<file path="src/rtl/search_step.sv">
module search_step (
  input  logic       clk,
  input  logic       rst_n,
  input  logic       start,
  input  logic       dir_req,
  output logic       slot_req,
  output logic       slot_wr,
  output logic       slot_wbit,
  input  logic       slot_ack,
  input  logic       slot_rbit,
  output logic       busy,
  output logic       done,
  output logic [2:0] status
);

  typedef enum logic [1:0] {S_IDLE, S_RD_TRUE, S_RD_CMP, S_WRITE} step_t;

  step_t      st;
  logic       dir_q;
  logic       true_q;
  logic       done_q;
  logic [2:0] stat_q;

  logic       both_one;
  logic       one_hot;
  logic       dir_pick;

  assign both_one = true_q & slot_rbit;
  assign one_hot  = true_q ^ slot_rbit;
  assign dir_pick = one_hot ? true_q : dir_q;

  assign busy      = (st != S_IDLE);
  assign slot_req  = busy;
  assign slot_wr   = (st == S_WRITE);
  assign slot_wbit = dir_q;
  assign done      = done_q;
  assign status    = stat_q;

  always_ff @(posedge clk) begin
    if (!rst_n) begin
      st     <= S_IDLE;
      dir_q  <= 1'b0;
      true_q <= 1'b0;
      done_q <= 1'b0;
      stat_q <= 3'b000;
    end else begin
      done_q <= 1'b0;
      unique case (st)
        S_IDLE: begin
          if (start) begin
            dir_q <= dir_req;
            st    <= S_RD_TRUE;
          end
        end
        S_RD_TRUE: begin
          if (slot_ack) begin
            true_q <= slot_rbit;
            st     <= S_RD_CMP;
          end
        end
        S_RD_CMP: begin
          if (slot_ack) begin
            if (both_one) begin
              stat_q <= 3'b011;
              done_q <= 1'b1;
              st     <= S_IDLE;
            end else begin
              dir_q  <= dir_pick;
              stat_q <= {dir_pick, slot_rbit, true_q};
              st     <= S_WRITE;
            end
          end
        end
        S_WRITE: begin
          if (slot_ack) begin
            done_q <= 1'b1;
            st     <= S_IDLE;
          end
        end
        default: st <= S_IDLE;
      endcase
    end
  end

endmodule


</file>
<file path="config.mk">
export PLATFORM = sky130hd
export DESIGN_NAME = search_step
export DESIGN_NICKNAME = d
export VERILOG_FILES = /design/src/rtl/search_step.sv
export SDC_FILE = /design/constraint.sdc
export NUM_CORES = 1
export LEC_CHECK = 0
export CAP_MARGIN = 20
export CORE_AREA = 2 2 39 41
export DETAILED_ROUTE_END_ITERATION = 10
export DIE_AREA = 0 0 41 43
export DONT_BUFFER_PORTS = 1
export GPL_ROUTABILITY_DRIVEN = 0
export GPL_TIMING_DRIVEN = 0
export PLACE_DENSITY = 0.54
export SLEW_MARGIN = 20
export SYNTH_ARGS = -nofsm -noshare
export SYNTH_HDL_FRONTEND = slang
export SYNTH_SLANG_ARGS = --single-unit
</file>
<file path="constraint.sdc">
create_clock -name clk -period 1.55 [get_ports clk]
set_clock_uncertainty 0.1 [all_clocks]
set_input_delay 0.155 -clock clk [delete_from_list [all_inputs] [get_ports clk]]
set_output_delay 0.155 -clock clk [all_outputs]
set_load 0.01 [all_outputs]
</file>
==> qor.yml <==
placed_design:
  hpwlAfterDp_um: 540
  place_ws_ns: 0.122
  dpl-instance-area_um2: 412
  place_inst: 58
  portBuffers: 0
grt:
  grt_use_total_pct: 10.3
  grt_max_degree: 10
  first_global_vias: 292
  antenna_found_initial: 0
  overflow: 0
  grt_pass1_wl_mm: 1.21
power_and_ir_drop:
  max-vdd-ir-drop_mv: 0.311
  leakage_uw: 0.000206
  switching_share_pct: 25.1
  switchingPower_uw: 113
  internal_power_uw: 335
  power_frac_seq_pct: 51.8
  p_comb_share_pct: 13.2
  power.density_mw_per_mm2: 964
  p_clk_share_pct: 35.0
routing:
  drc: 0
  first_pass_iters: 2
  drt_iter0_markers: 1
  detail_route.wl_per_cell_um: 11.9
  vias: 311
  viasPerCell: 4.86
  antenna_left: 0
  wl_um: 760
cells_and_area:
  fillerInstances: 151
  seqCellArea_um2: 160
  multiInputGateArea_um2: 205
  finalNetCount: 57
  fin_area_um2: 464
  drive_gt1_share_pct: 14.6
  instances_no_fill: 64
  diodes: 0
  syn_to_final_growth_pct: 18.5
die:
  fp-row-count: 14
  initial_utilization_pct: 28.3
  dieArea_mm2: 0.00176
  fp.dieH_um: 43
  io_pins: 14
  fp.dieW_um: 41
  coreArea_mm2: 0.00138
timing:
  setup_viol: 0
  setup_slack_ns: 0.118
  slew_headroom_pct: 80.5
  min_period_over_period_pct: 92.4
  rsz0062_at_grt: "false"
  tns_ns: 0
  slew_violations: 0
  hold_viol: 0
  min_period_ns: 1.43
  fmax_mhz: 698
  max_slew.worst_pin.slew_ns: 0.292
clock_network:
  numCtsBuffers: 3
  ctsHtreeMaxLevel: 1
  clockBufferDepth: 2
  cts_tree: "built"
  ctsResizeCount: 0
  root_buffer: "clkbuf_4"
  cts.sinks: 8
  clk_latency_ns: 0.25
  cts.clk_slew.worst_paths_ns: 0.05
  post-cts-setup-buffers: 0
synth:
  yosys.area.top_type: "dfxtp_1"
  synthTopCellsByArea: "dfxtp_1 41%, a21oi_1 5.1%, mux2i_1 5.1%"
  yosys_warnings: 0
  yosysMostFrequentCell: "dfxtp_1"
  synthCells: 42
  seq_area_frac_synth_pct: 40.9
  syn_area_um2: 392
  synthFlopType: "dfxtp_1"
  async_reset_ff_share_pct: 0
  ys_seq_elements: 8
  syn_area_per_cell_um2: 9.32
  synthTopCellsByCount: "8 x dfxtp_1, 5 x inv_1, 4 x a21oi_1"
  synth_nets: 49
  synth_top_area_share_pct: 40.9
  synthDistinctLibCells: 22
  synth_edf_count: 0
critical_path:
  cp_max_fo: 6
  startpoint_type: "flop"
  crit_type: "flop to flop"
  critPathCaptureType: "flop"
  worst-endpoint-required_ns: 1.61
  cp.arrival_ns: 1.49
outcome:
  status: "finished clean"
min_path:
  min_path_type: "primary input to flop"
flow_run:
  max-cap-violations: 0
[cell families (layout without fill, tap and decap cells)]
family          after synthesis  in the layout  synth area share [%]
simple gates                 14             14                  24.0
buf+inv                       6             12                  6.71
fa+ha+maj                     1              1                  3.19
flops                         8              8                  40.9
mux                           3              3                  7.99
compound gates               10             10                  17.3
[layer usage]
metal	global-route usage [%]	wire (um)	vias to the layer above
met3	1.57	15	2
met1	13.2	349	140
met2	14.4	379	7
li1	-	-	162
met4	8.00	17	0
met5	0	0	-
[registers in the layout, summed over array words and instances (netlist names)]
name	cells
status	3
st	2
done	1
slot_wbit	1
true_q	1
[final timing paths]
kind                                start        end  slack (ns)  cells past startpoint
worst max register to register     true_q  slot_wbit        0.12                      4
worst max-delay path               true_q  slot_wbit        0.12                      4
worst min register to register  status[1]  status[1]        0.40                      2
worst min-delay path                start  slot_wbit        0.01                      2
[critical path, cell delays in order, from the launching register on]
cell      delay, ns
dfxtp_1        0.37
ha_1           0.27
and4bb_2       0.28
a211o_1        0.27
o31ai_1        0.06
[cell type report]
cell class / instances / share of cell area [%]
tap: 16 / 4.31
sequential: 8 / 34.5
multi-input combinational: 28 / 44.2
clock buffer: 3 / 4.85
inverter: 5 / 4.04
buffer: 1 / 1.62
timing repair buffer: 3 / 6.47
[metrics by stage]
step	utilization (%)	hold slack (ns)	power (uW)
global route	33.5	0.0115	473
finish	33.5	0.0122	448
floorplan	-	0.195	279
detailed placement	29.7	0.200	289
global placement	29.7	0.199	288
CTS	33.5	0.00609	457
[power groups by stage]
stage | Clock (uW) | Sequential [uW] | Combinational [uW]
after floorplan | 0 | 233 | 46.2
after global placement | 0 | 236 | 51.2
after detailed placement | 0 | 237 | 52.0
after CTS | 165 | 232 | 59.6
after global routing | 173 | 234 | 66.4
final | 156 | 232 | 59.3
[layout by cell type, fill, tap and decap left out]
master / instances
nand2_1: 3
nor3_1: 2
nand2b_1: 1
a211o_1: 1
o21ai_0: 1
a21oi_1: 4
clkbuf_4: 3
or3_1: 1
inv_1: 5
nor2b_1: 1
nor2_1: 2
ha_1: 1
and2_1: 1
dfxtp_1: 8
nand3b_1: 1
buf_4: 1
nand3b_4: 1
mux2_2: 1
dlygate4sd3_1: 3
and4bb_2: 1
o2111a_1: 1
o31ai_1: 1
mux2i_1: 2
a211oi_1: 2
[timing repair]
item | 4_1_cts | 5_1_grt
setup endpoints to repair | 0 | 0
hold buffers | 3 | 0
hold endpoints to repair | 5 | 0
(Power assumes the default switching activity.)
